## src/rtl/pkt_tx_pkg.sv

```systemverilog
package pkt_tx_pkg;
  typedef enum logic [2:0] {
    ST_IDLE, ST_TAG, ST_REQ, ST_DATA, ST_SEND, ST_TS, ST_CRC, ST_TAIL
  } st_e;

  localparam logic [31:0] CRC_POLY = 32'h04C1_1DB7;
  localparam logic [31:0] CRC_INIT = 32'hFFFF_FFFF;
endpackage

```

## src/rtl/pkt_tx_crc32.sv

```systemverilog
module pkt_tx_crc32 (
  input  logic        clk_i,
  input  logic        rst_ni,
  input  logic        clr_i,
  input  logic        upd_i,
  input  logic [31:0] data_i,
  output logic [31:0] crc_o
);
  import pkt_tx_pkg::*;

  logic [31:0] acc_q, acc_d;

  always_comb begin
    acc_d = acc_q;
    for (int i = 31; i >= 0; i--) begin
      if (acc_d[31] ^ data_i[i]) acc_d = {acc_d[30:0], 1'b0} ^ CRC_POLY;
      else                       acc_d = {acc_d[30:0], 1'b0};
    end
  end

  always_ff @(posedge clk_i or negedge rst_ni) begin
    if (!rst_ni)    acc_q <= CRC_INIT;
    else if (clr_i) acc_q <= CRC_INIT;
    else if (upd_i) acc_q <= acc_d;
  end

  assign crc_o = acc_q;
endmodule

```

## src/rtl/pkt_tx_stamp.sv

```systemverilog
module pkt_tx_stamp #(
  parameter int unsigned TW = 32
) (
  input  logic          clk_i,
  input  logic          rst_ni,
  output logic [TW-1:0] now_o
);
  always_ff @(posedge clk_i or negedge rst_ni) begin
    if (!rst_ni) now_o <= '0;
    else         now_o <= now_o + TW'(1);
  end
endmodule

```

## src/rtl/pkt_tx_ser.sv

```systemverilog
module pkt_tx_ser #(
  parameter int unsigned WW = 32
) (
  input  logic          clk_i,
  input  logic          rst_ni,
  input  logic          load_i,
  input  logic [WW-1:0] word_i,
  input  logic          ready_i,
  output logic          valid_o,
  output logic [7:0]    byte_o,
  output logic          done_o
);
  localparam int unsigned NB  = WW / 8;
  localparam int unsigned BIW = (NB > 1) ? $clog2(NB) : 1;
  localparam logic [BIW-1:0] LAST_B = BIW'(NB - 1);

  logic [WW-1:0]  sh_q;
  logic [BIW-1:0] idx_q;
  logic           busy_q;

  assign valid_o = busy_q;
  assign byte_o  = sh_q[WW-1 -: 8];
  assign done_o  = busy_q && ready_i && (idx_q == LAST_B);

  always_ff @(posedge clk_i or negedge rst_ni) begin
    if (!rst_ni) begin
      sh_q   <= '0;
      idx_q  <= '0;
      busy_q <= 1'b0;
    end else if (load_i) begin
      sh_q   <= word_i;
      idx_q  <= '0;
      busy_q <= 1'b1;
    end else if (busy_q && ready_i) begin
      sh_q  <= sh_q << 8;
      idx_q <= idx_q + BIW'(1);
      if (idx_q == LAST_B) busy_q <= 1'b0;
    end
  end
endmodule

```

## src/rtl/pkt_tx_engine.sv

```systemverilog
module pkt_tx_engine #(
  parameter int unsigned AW        = 16,
  parameter int unsigned MAX_WORDS = 64,
  parameter int unsigned CW        = $clog2(MAX_WORDS + 1)
) (
  input  logic          clk_i,
  input  logic          rst_ni,
  input  logic          tag_valid_i,
  output logic          tag_ready_o,
  input  logic [AW-1:0] tag_addr_i,
  input  logic [CW-1:0] tag_count_i,
  input  logic [CW-1:0] tag_skip_i,
  input  logic          tag_last_i,
  output logic          mem_req_o,
  output logic [AW-1:0] mem_addr_o,
  input  logic [31:0]   mem_rdata_i,
  output logic          link_valid_o,
  input  logic          link_ready_i,
  output logic [7:0]    link_byte_o,
  output logic          evt_page_o,
  output logic          evt_pkt_o,
  output logic [AW-1:0] evt_addr_o
);
  import pkt_tx_pkg::*;

  st_e           st_q;
  logic [AW-1:0] base_q;
  logic [CW-1:0] cnt_q, idx_q, skip_q;
  logic          last_q, tail_crc_q;
  logic          evt_page_q, evt_pkt_q;
  logic [AW-1:0] evt_addr_q;

  logic          ser_load, ser_done;
  logic [31:0]   ser_word, crc_val, now_val;
  logic          crc_clr, crc_upd;
  logic          take_tag;

  pkt_tx_stamp #(.TW(32)) u_stamp (
    .clk_i (clk_i), .rst_ni(rst_ni), .now_o(now_val)
  );

  pkt_tx_crc32 u_crc (
    .clk_i (clk_i), .rst_ni(rst_ni), .clr_i(crc_clr), .upd_i(crc_upd),
    .data_i(mem_rdata_i), .crc_o(crc_val)
  );

  pkt_tx_ser #(.WW(32)) u_ser (
    .clk_i  (clk_i),       .rst_ni (rst_ni),
    .load_i (ser_load),    .word_i (ser_word),
    .ready_i(link_ready_i),.valid_o(link_valid_o),
    .byte_o (link_byte_o), .done_o (ser_done)
  );

  assign tag_ready_o = (st_q == ST_IDLE) || (st_q == ST_TAG);
  assign take_tag    = tag_ready_o && tag_valid_i;
  assign mem_req_o   = (st_q == ST_REQ);
  assign mem_addr_o  = base_q + AW'(idx_q);
  assign crc_clr     = take_tag && (st_q == ST_IDLE);
  assign crc_upd     = (st_q == ST_DATA) && (skip_q == '0);

  always_comb begin
    ser_load = 1'b0;
    ser_word = mem_rdata_i;
    unique case (st_q)
      ST_DATA: ser_load = 1'b1;
      // stamp is the counter value when the first byte becomes visible
      ST_TS:   begin ser_load = 1'b1; ser_word = now_val + 32'd1; end
      ST_CRC:  begin ser_load = 1'b1; ser_word = crc_val; end
      default: ;
    endcase
  end

  always_ff @(posedge clk_i or negedge rst_ni) begin
    if (!rst_ni) begin
      st_q       <= ST_IDLE;
      base_q     <= '0;
      cnt_q      <= '0;
      idx_q      <= '0;
      skip_q     <= '0;
      last_q     <= 1'b0;
      tail_crc_q <= 1'b0;
      evt_page_q <= 1'b0;
      evt_pkt_q  <= 1'b0;
      evt_addr_q <= '0;
    end else begin
      evt_page_q <= 1'b0;
      evt_pkt_q  <= 1'b0;
      unique case (st_q)
        ST_IDLE, ST_TAG: begin
          if (tag_valid_i) begin
            base_q <= tag_addr_i;
            cnt_q  <= tag_count_i;
            last_q <= tag_last_i;
            idx_q  <= '0;
            if (st_q == ST_IDLE) skip_q <= tag_skip_i;
            st_q   <= ST_REQ;
          end
        end
        ST_REQ:  st_q <= ST_DATA;
        ST_DATA: begin
          if (skip_q != '0) skip_q <= skip_q - CW'(1);
          st_q <= ST_SEND;
        end
        ST_SEND: begin
          if (ser_done) begin
            if (idx_q == cnt_q - CW'(1)) begin
              evt_page_q <= 1'b1;
              evt_addr_q <= base_q;
              st_q       <= last_q ? ST_TS : ST_TAG;
            end else begin
              idx_q <= idx_q + CW'(1);
              st_q  <= ST_REQ;
            end
          end
        end
        ST_TS: begin
          tail_crc_q <= 1'b0;
          st_q       <= ST_TAIL;
        end
        ST_CRC: begin
          tail_crc_q <= 1'b1;
          st_q       <= ST_TAIL;
        end
        ST_TAIL: begin
          if (ser_done) begin
            if (tail_crc_q) begin
              evt_pkt_q <= 1'b1;
              st_q      <= ST_IDLE;
            end else begin
              st_q <= ST_CRC;
            end
          end
        end
        default: st_q <= ST_IDLE;
      endcase
    end
  end

  assign evt_page_o = evt_page_q;
  assign evt_pkt_o  = evt_pkt_q;
  assign evt_addr_o = evt_addr_q;
endmodule

```

## config.mk

```make
export PLATFORM = sky130hd
export DESIGN_NAME = pkt_tx_engine
export DESIGN_NICKNAME = d
export VERILOG_FILES = /design/src/rtl/pkt_tx_pkg.sv /design/src/rtl/pkt_tx_crc32.sv /design/src/rtl/pkt_tx_stamp.sv /design/src/rtl/pkt_tx_ser.sv /design/src/rtl/pkt_tx_engine.sv
export SDC_FILE = /design/constraint.sdc
export NUM_CORES = 1
export LEC_CHECK = 0
export BUFFER_PORTS_ARGS = -buffer_cell sky130_fd_sc_hd__buf_2
export CAP_MARGIN = 15
export CORE_ASPECT_RATIO = 1.75
export CORE_UTILIZATION = 54
export DETAILED_ROUTE_END_ITERATION = 10
export PLACE_DENSITY = 0.77
export RECOVER_POWER = 50
export SYNTH_ARGS = -nofsm -noshare
export SYNTH_HDL_FRONTEND = slang
export SYNTH_SLANG_ARGS = --single-unit
```

## constraint.sdc

```tcl
create_clock -name clk_i -period 4.2 [get_ports clk_i]
set_input_delay 0.63 -clock clk_i [delete_from_list [all_inputs] [get_ports clk_i]]
set_output_delay 0.63 -clock clk_i [all_outputs]
set_load 0.01 [all_outputs]
```

==> qor.csv, run 1 <==
stage,metric,value,unit
run_status,status,"finished, violations left",
run_status,failing checks,"capacitance limit, slew limit",
layout,"most common cell after layout, fill and taps aside",xnor2_1,
detailed_routing,vias,8282,
global_route,first-pass GRT wire length,47.0,mm
worst_setup_path,R2R Path Start,u_crc.crc_o[31],
clocking,CTS sink count,159,
clocking,Hold Buf Count CTS,0,
detailed_routing,detailed-route DRC error count,0,
detailed_routing,post-DR wirelength/cell,20.7,µm
detailed_routing,WL final,29.9,mm
floorplan,Initial Util,55.4,%
layout,Inserted Diodes,0,
clocking,Worst-Skew Late Latency,0.44,ns
worst_setup_path,CP Max Fanout,6,
sta,Achievable Freq,258,MHz
sta,RSZ-0062 raised after global routing,no,
sta,Worst-Margin Slew,2.52,ns
clocking,CTS tree,built,
detailed_routing,ANT nets after route,0,
detailed_routing,Vias/cell,5.74,
sta,Final Cycle Share,92.3,%
yosys,synth unique cells,53,
global_route,vias in the first global route,8626,
placed_design,detailed placer's ending HPWL,23.0,mm
sta,Final Hold Fails,0,
clocking,H-tree levels,4,
clocking,cts repair resizes,0,
sta,pins over their slew limit,144,
sta,Slew HR,-68.2,%
layout,area of the multi-input gates,6290,µm²
layout,Syn-to-layout area delta,16.2,%
sta,fin crit period,3.88,ns
yosys,Post-synth ARST share,100,%
layout,share of post-route cells with drive strength above 1,23.0,%
sta,TNS Setup,0,ns
layout,fill cell count,1598,
layout,Seq. cell area,4020,µm²
global_route,initial antenna violation count,2,
worst_setup_path,data required time at the worst endpoint,4.57,ns
placed_design,GP Congestion,0.988,
clocking,Clock Tree Root,clkbuf_16,
yosys,Mapped Avg Cell Area,10.2,µm²
global_route,largest net degree at the start of global routing,101,
sta,Finish-stage setup viols,0,
yosys,sequential share of the synthesized area,37.8,%
floorplan,Chip Height,188,µm
clocking,clk slew on worst S/H paths,0.07,ns
worst_setup_path,Worst setup SP type,flop,
detailed_routing,DR pass1 iterations,6,
global_route,GRT Total Usage,31.4,%
placed_design,Port Buffers,111,
floorplan,DIE WIDTH,108,µm
clocking,Post-CTS Setup Bufs,0,
floorplan,FP Rows,67,
hold_path,Hold Crit Class,input port to flop,
detailed_routing,DR iter-0 viols,514,
floorplan,area of the core,19200,µm²
worst_setup_path,arrival time worst endpoint,4.25,ns
layout,nets@finish,1269,
yosys,Seq cells post-synth,159,
worst_setup_path,CP endpoint kind,flop,
clocking,Longest Clk Path Bufs,2,
yosys,Synth Cell Area,10600,µm²
worst_setup_path,R2R setup slack,0.32,ns
worst_setup_path,critical path type,flop to flop,
yosys,Yosys Warn Count,0,
yosys,top_reg_cell synth,dfrtp_1,
yosys,syn_nets,1126,
clocking,cts bufs inserted,17,
worst_setup_path,Worst Setup SP,u_crc.crc_o[31],
hold_path,HP Start,tag_count_i[0],
layout,most frequent cells in the layout,"210 x xnor2_1, 127 x dfrtp_1, 113 x nand2_1, 103 x buf_2, 65 x buf_4",
global_route,Congestion Overflow GR,0,
floorplan,Top Ports,112,
job,max-cap viol count,2,
floorplan,Die ar.,20300,µm²
yosys,post-synthesis cell count,1046,
yosys,Post-synth EDFFs,0,
sta,clk_skew,0.00931,ns
==> routing by layer <==
metal	track usage [%]	routed length, µm
met3	5.49	1690
met4	23.3	2290
met5	0	13
met1	33.6	10400
met2	54.1	15500
==> cell usage after synthesis (15+ instances only) <==
| library cell | n | area (µm²) |
|---|---|---|
| nand3_1 | 21 | 105 |
| o22ai_1 | 25 | 156 |
| xnor3_1 | 27 | 608 |
| dfstp_2 | 32 | 841 |
| nor3_1 | 22 | 110 |
| dfrtp_1 | 127 | 3180 |
| clkbuf_1 | 46 | 173 |
| a211oi_1 | 15 | 113 |
| inv_1 | 22 | 82.6 |
| nor2_1 | 49 | 184 |
| nand2_1 | 113 | 424 |
| a21oi_1 | 45 | 225 |
| xor2_1 | 58 | 508 |
| a21o_1 | 19 | 143 |
| mux2_2 | 22 | 248 |
| o21ai_0 | 49 | 245 |
| xnor2_1 | 210 | 1840 |
==> state kept, by name, summed over array words and instances, names as in the netlist, 2 cells and up <==
| signal | flops |
|---|---|
| u_crc.crc_o | 32 |
| u_ser.sh_q | 32 |
| u_stamp.now_o | 32 |
| base_q | 16 |
| evt_addr_o | 16 |
| cnt_q | 7 |
| idx_q | 7 |
| skip_q | 7 |
| st_q | 3 |
| u_ser.idx_q | 2 |
==> layout make-up <==
class | count | share of cell area (%)
multi-input combinational | 809 | 50.9
sequential | 159 | 32.5
timing repair buffer | 179 | 8.49
clock buffer | 20 | 3.70
tap | 241 | 2.44
clock inverter | 12 | 1.22
inverter | 23 | 0.699
==> cell families after synthesis <==
kind of cell / synth area share, %
flip-flops: 37.8
multiplexers: 2.43
AND/OR/NAND/NOR: 10.4
buffers and inverters: 3.07
adder cells (fa/ha/maj): 1.60
XOR/XNOR: 32.6
AO/OA/AOI/OAI: 12.1
==> critical path, cell delays in order (launching register included) <==
cell,delay [ns]
dfstp_2,0.61
xor2_4,0.15
xnor3_2,0.50
xnor2_4,0.25
xnor3_2,0.50
xnor3_2,0.43
xnor3_2,0.55
xor2_4,0.27
xor2_2,0.22
xnor2_1,0.15
a21oi_1,0.17
==> path summary, 6_finish.rpt <==
kind	endpoint	cells after the start
setup / recovery	u_crc.crc_o[11]	10
hold / removal	cnt_q[0]	3
setup reg to reg	u_crc.crc_o[11]	10
hold reg to reg	evt_addr_o[10]	2
max in group asynchronous	base_q[13]	2
min in group asynchronous	evt_addr_o[2]	1
==> stage by stage <==
step | hold WS [ns] | setup slack [ns] | std cells | utilization [%] | instance area, µm²
after floorplan | 0.334 | 0.183 | 1046 | - | 10600
after global placement | 0.453 | 0.194 | 1411 | 61.3 | 11800
after detailed placement | 0.461 | 0.134 | 1411 | 61.3 | 11800
after CTS | 0.336 | 0.299 | 1443 | 64.5 | 12400
after global routing | 0.412 | 0.169 | 1443 | 64.3 | 12400
final | 0.396 | 0.322 | 1443 | 64.3 | 12400
Power of run 1 is not shown: default switching activity piles up to over one toggle a cycle in this logic, so the estimate is an artifact.
==> run 2: changes to the inputs <==
CORE_UTILIZATION = 50   (was 54)
CTS_BUF_LIST = sky130_fd_sc_hd__clkbuf_8   (was default)
PLACE_DENSITY = 0.72   (was 0.77)
==> run 2 against run 1 <==
The run ends with DRC, capacitance limit, slew limit left. Fmax about the same. Critical path type unchanged. Hold slack worse by 0.039 ns. Highest routed layer unchanged. Global-route usage down 2.2 points. Routed wire length is 1.6% higher. Largest cell class unchanged. Cell count grew 0.62%. Cell area down 1.7%.
==> qor.csv, run 2 (synthesis gave the netlist of run 1 again) <==
stage,metric,value,unit
run_status,status,"finished, violations left",
run_status,failing checks,"DRC, capacitance limit, slew limit",
sta,pins over their slew limit,103,
layout,fill cell count,1859,
detailed_routing,detailed-route DRC error count,12,
detailed_routing,vias,8194,
clocking,Hold Buf Count CTS,0,
worst_setup_path,R2R setup slack,0.32,ns
floorplan,Die ar.,21900,µm²
sta,Achievable Freq,258,MHz
detailed_routing,DR pass1 iterations,8,
placed_design,pre-CTS WS,0.116,ns
hold_path,hold path cells,3,
global_route,vias in the first global route,8462,
clocking,Worst-Skew Late Latency,0.48,ns
clocking,cts repair resizes,0,
clocking,CTS sink count,159,
layout,final instance area,12100,µm²
global_route,first-pass GRT wire length,47.5,mm
worst_setup_path,kind of cell adding the most delay to the critical path,XOR/XNOR gates,
global_route,largest net degree at the start of global routing,103,
layout,area of the multi-input gates,6290,µm²
sta,RSZ-0062 raised after global routing,no,
clocking,CTS tree,built,
sta,Finish-stage setup viols,0,
layout,share of post-route cells with drive strength above 1,22.7,%
worst_setup_path,CP Max Fanout,5,
placed_design,Port Buffers,111,
global_route,initial antenna violation count,2,
worst_setup_path,data required time at the worst endpoint,4.61,ns
sta,Worst-Margin Slew,2.55,ns
sta,Final Cycle Share,92.4,%
worst_setup_path,reg-to-reg endpoint,u_crc.crc_o[8],
clocking,H-tree levels,4,
clocking,Post-CTS Setup Bufs,0,
worst_setup_path,CP bufs+invs,0,
sta,Final Hold Fails,0,
hold_path,Hold Crit Class,input port to flop,
floorplan,FP Rows,70,
sta,fin crit period,3.88,ns
hold_path,HP Start,tag_count_i[0],
worst_setup_path,Worst setup SP type,flop,
layout,most frequent cells in the layout,"210 x xnor2_1, 127 x dfrtp_1, 113 x nand2_1, 102 x buf_2, 63 x buf_4",
placed_design,GP Congestion,0.979,
hold_path,WHS Endpoint,cnt_q[0],
worst_setup_path,arrival time worst endpoint,4.29,ns
job,max-cap viol count,1,
clocking,Clock Tree Root,clkbuf_8,
worst_setup_path,CP cell instances,xor2_4 > xnor3_2 > xnor2_4 > xnor3_2 > xnor3_2 > xnor3_2 > xor2_4 > xor2_2 > xor2_1 > a21oi_1,
worst_setup_path,Reg2Reg Depth,10,
layout,Syn-to-layout area delta,14.2,%
detailed_routing,WL final,30.4,mm
sta,clk_skew,0.0107,ns
floorplan,Top Ports,112,
floorplan,DIE WIDTH,112,µm
detailed_routing,Vias/cell,5.64,
worst_setup_path,slowest cell on the critical path,dfstp_2,
layout,Seq. cell area,4020,µm²
sta,TNS Setup,0,ns
floorplan,area of the core,20800,µm²
layout,"most common cell after layout, fill and taps aside",xnor2_1,
sta,post-route setup slack,0.319,ns
clocking,cts bufs inserted,17,
clocking,clk slew on worst S/H paths,0.09,ns
global_route,GRT Total Usage,29.2,%
worst_setup_path,CP peak stage delay,0.64,ns
detailed_routing,DR iter-0 viols,432,
global_route,Congestion Overflow GR,0,
worst_setup_path,CP endpoint kind,flop,
detailed_routing,post-DR wirelength/cell,20.9,µm
worst_setup_path,R2R Path Start,u_crc.crc_o[31],
placed_design,"Cell Area, Placed",11800,µm²
detailed_routing,ANT nets after route,0,
clocking,Longest Clk Path Bufs,2,
floorplan,Chip Height,195,µm
worst_setup_path,critical path type,flop to flop,
worst_setup_path,CP most frequent cell,xnor3_2,
floorplan,Initial Util,51.0,%
layout,nets@finish,1266,
sta,Slew HR,-70.0,%
placed_design,detailed placer's ending HPWL,23.7,mm
[run 2: cell count changes in the layout (fill, tap and decap cells not counted), moves of 2 or more]
cell	change
inv_1	+2
clkinv_4	-3
clkbuf_8	+21
buf_4	-2
clkbuf_16	-17
inv_8	-3
[run 2: cell type report]
type | count | share of cell area [%]
antenna | 1 | 0.0206
timing repair buffer | 176 | 8.46
clock buffer | 23 | 2.61
tap | 252 | 2.60
multi-input combinational | 809 | 51.8
sequential | 159 | 33.1
inverter | 23 | 0.711
clock inverter | 9 | 0.691
[run 2: worst max path at each step]
stage	startpoint	endpoint	slack, ns	depth (start not counted)
final	u_crc.crc_o[31]	u_crc.crc_o[8]	0.32	10
after global routing	u_crc.crc_o[31]	u_crc.crc_o[8]	0.16	10
after CTS	u_crc.crc_o[31]	u_crc.crc_o[8]	0.32	10
after detailed placement	mem_rdata_i[22]	u_crc.crc_o[8]	0.12	12
after global placement	mem_rdata_i[22]	u_crc.crc_o[14]	0.15	15
after floorplan	mem_rdata_i[25]	u_crc.crc_o[8]	0.18	10
[run 2: per-layer routing]
metal  GRT usage (%)  up-vias  wire length [µm]
met1            30.6     3917             10600
met2            52.7      312             16000
met4            20.3        2              2230
met5               0        -                12
met3            4.83      107              1570
li1                -     3856                 -
[run 2: worst register-to-register path: cells and delay by family (launching register included)]
| kind | cells | cell delay (ns) |
|---|---|---|
| flip-flops | 1 | 0.64 |
| AO/OA/AOI/OAI | 1 | 0.17 |
| XOR/XNOR | 9 | 3.02 |
[run 2: per-stage QoR]
| stage | cells | hold WS, ns | utilization (%) |
|---|---|---|---|
| after floorplan | 1046 | 0.334 | - |
| after global placement | 1419 | 0.453 | 56.5 |
| after detailed placement | 1419 | 0.458 | 56.5 |
| after CTS | 1451 | 0.286 | 58.4 |
| after global routing | 1451 | 0.341 | 58.2 |
| final | 1452 | 0.357 | 58.2 |
Power of run 2 is left out for the same reason.
==> run 3: changes to the inputs <==
CORE_UTILIZATION = 34   (was 50)
MAX_ROUTING_LAYER = met4   (was default)
PLACE_DENSITY = default   (was 0.72)
==> run 3 against run 2 <==
The run ends with capacitance limit, slew limit left. Critical path depth increased by 1. Die area increased by 46%. Clock skew increased by 0.010 ns. Routed wire length increased by 9.1%. Register-to-register slack got worse by 0.02 ns. Via count increased by 0.88%. Sequential share of layout area decreased by 0.97 points. Non-clock buffer count increased by 22. Cell area increased by 3.0%.
==> qor.csv, run 3 (synthesis gave the netlist of run 1 again) <==
stage,metric,value,unit
clocking,clk slew on worst S/H paths,0.10,ns
worst_setup_path,R2R setup slack,0.30,ns
clocking,CTS sink count,159,
clocking,H-tree levels,4,
clocking,cts bufs inserted,17,
global_route,largest net degree at the start of global routing,100,
sta,Slew HR,-79.0,%
sta,Finish-stage setup viols,0,
sta,RSZ-0062 raised after global routing,no,
clocking,CTS tree,built,
worst_setup_path,Worst setup SP type,flop,
worst_setup_path,critical path type,flop to flop,
run_status,status,"finished, violations left",
worst_setup_path,R2R Path Start,u_crc.crc_o[31],
global_route,GRT Total Usage,22.3,%
sta,fin crit period,3.90,ns
detailed_routing,DR pass1 iterations,5,
hold_path,WHS Endpoint,cnt_q[1],
sta,Achievable Freq,256,MHz
layout,share of post-route cells with drive strength above 1,24.2,%
clocking,Post-CTS Setup Bufs,0,
global_route,vias in the first global route,8610,
layout,"most common cell after layout, fill and taps aside",xnor2_1,
sta,Final Cycle Share,93.0,%
detailed_routing,WL final,33.1,mm
detailed_routing,Vias/cell,5.11,
hold_path,Hold Crit Class,input port to flop,
global_route,first-pass GRT wire length,50.7,mm
clocking,Hold Buf Count CTS,0,
worst_setup_path,Reg2Reg Depth,11,
global_route,initial antenna violation count,5,
worst_setup_path,CP endpoint kind,flop,
detailed_routing,vias,8266,
worst_setup_path,data required time at the worst endpoint,4.60,ns
floorplan,Chip Height,236,µm
sta,post-route setup slack,0.296,ns
floorplan,Die ar.,32000,µm²
layout,most frequent cells in the layout,"210 x xnor2_1, 127 x dfrtp_1, 113 x nand2_1, 103 x buf_2, 85 x buf_4",
job,max-cap viol count,2,
worst_setup_path,reg-to-reg endpoint,u_crc.crc_o[8],
clocking,cts repair resizes,0,
global_route,Congestion Overflow GR,0,
layout,nets@finish,1288,
floorplan,DIE WIDTH,136,µm
detailed_routing,DR iter-0 viols,433,
floorplan,FP Rows,85,
detailed_routing,post-DR wirelength/cell,20.5,µm
placed_design,GP Congestion,0.972,
run_status,failing checks,"capacitance limit, slew limit",
clocking,Longest Clk Path Bufs,2,
sta,Worst-Margin Slew,2.68,ns
clocking,Worst-Skew Late Latency,0.50,ns
sta,pins over their slew limit,142,
placed_design,Port Buffers,111,
clocking,Clock Tree Root,clkbuf_8,
placed_design,pre-CTS WS,0.121,ns
floorplan,area of the core,30700,µm²
detailed_routing,detailed-route DRC error count,0,
layout,Util after Layout,40.7,%
placed_design,detailed placer's ending HPWL,25.9,mm
layout,Syn-to-layout area delta,17.7,%
sta,Final Hold Fails,0,
detailed_routing,ANT nets after route,0,
layout,fill cell count,3033,
worst_setup_path,arrival time worst endpoint,4.31,ns
hold_path,HP Start,tag_count_i[1],
floorplan,Initial Util,34.6,%
worst_setup_path,CP Max Fanout,8,
hold_path,hold path cells,3,
floorplan,Top Ports,112,
sta,TNS Setup,0,ns
sta,clk_skew,0.0211,ns
-- run 3: routing by layer --
| metal | global-route usage (%) | share of wire [%] |
|---|---|---|
| met1 | 21.9 | 36 |
| met2 | 39.4 | 54 |
| met3 | 4.30 | 4.0 |
| met4 | 14.1 | 6.7 |
| met5 | - | 0 |
-- run 3: worst max-delay path by stage --
stage	cells past startpoint	endpoint	start	slack, ns
detailed placement	12	u_crc.crc_o[8]	mem_rdata_i[31]	0.12
floorplan	10	u_crc.crc_o[8]	mem_rdata_i[25]	0.18
global placement	14	u_crc.crc_o[18]	mem_rdata_i[20]	0.17
finish	11	u_crc.crc_o[8]	u_crc.crc_o[31]	0.30
global route	11	mem_addr_o[15]	idx_q[1]	0.02
CTS	11	mem_addr_o[15]	idx_q[1]	0.14
-- run 3: layout make-up --
class | count | area [µm²] | area share (%)
Clock buffer | 17 | 234 | 1.87
Tap cell | 391 | 489 | 3.91
Clock inverter | 15 | 168 | 1.34
Antenna cell | 5 | 12.5 | 0.100
Sequential cell | 159 | 4020 | 32.1
Multi-Input combinational cell | 809 | 6290 | 50.3
Inverter | 23 | 86.3 | 0.690
Timing Repair Buffer | 198 | 1210 | 9.66
-- run 3: per-stage QoR --
stage	hold WS (ns)	std cells	instance area (µm²)
floorplan	0.334	1046	10600
detailed placement	0.463	1580	12100
global route	0.322	1617	12500
global placement	0.455	1580	12100
CTS	0.262	1612	12500
finish	0.341	1617	12500
-- run 3: worst max-delay path, stage by stage, from the launching register on --
cell and delay, ns:
dfstp_2 0.61, xor2_4 0.09, buf_4 0.18, xnor2_1 0.35, xnor3_2 0.58, xor3_1 0.42, xnor3_2 0.46, xor2_1 0.23
xnor2_1 0.38, xor2_2 0.15, xor2_1 0.16, a21oi_1 0.21
Power of run 3 is left out for the same reason.
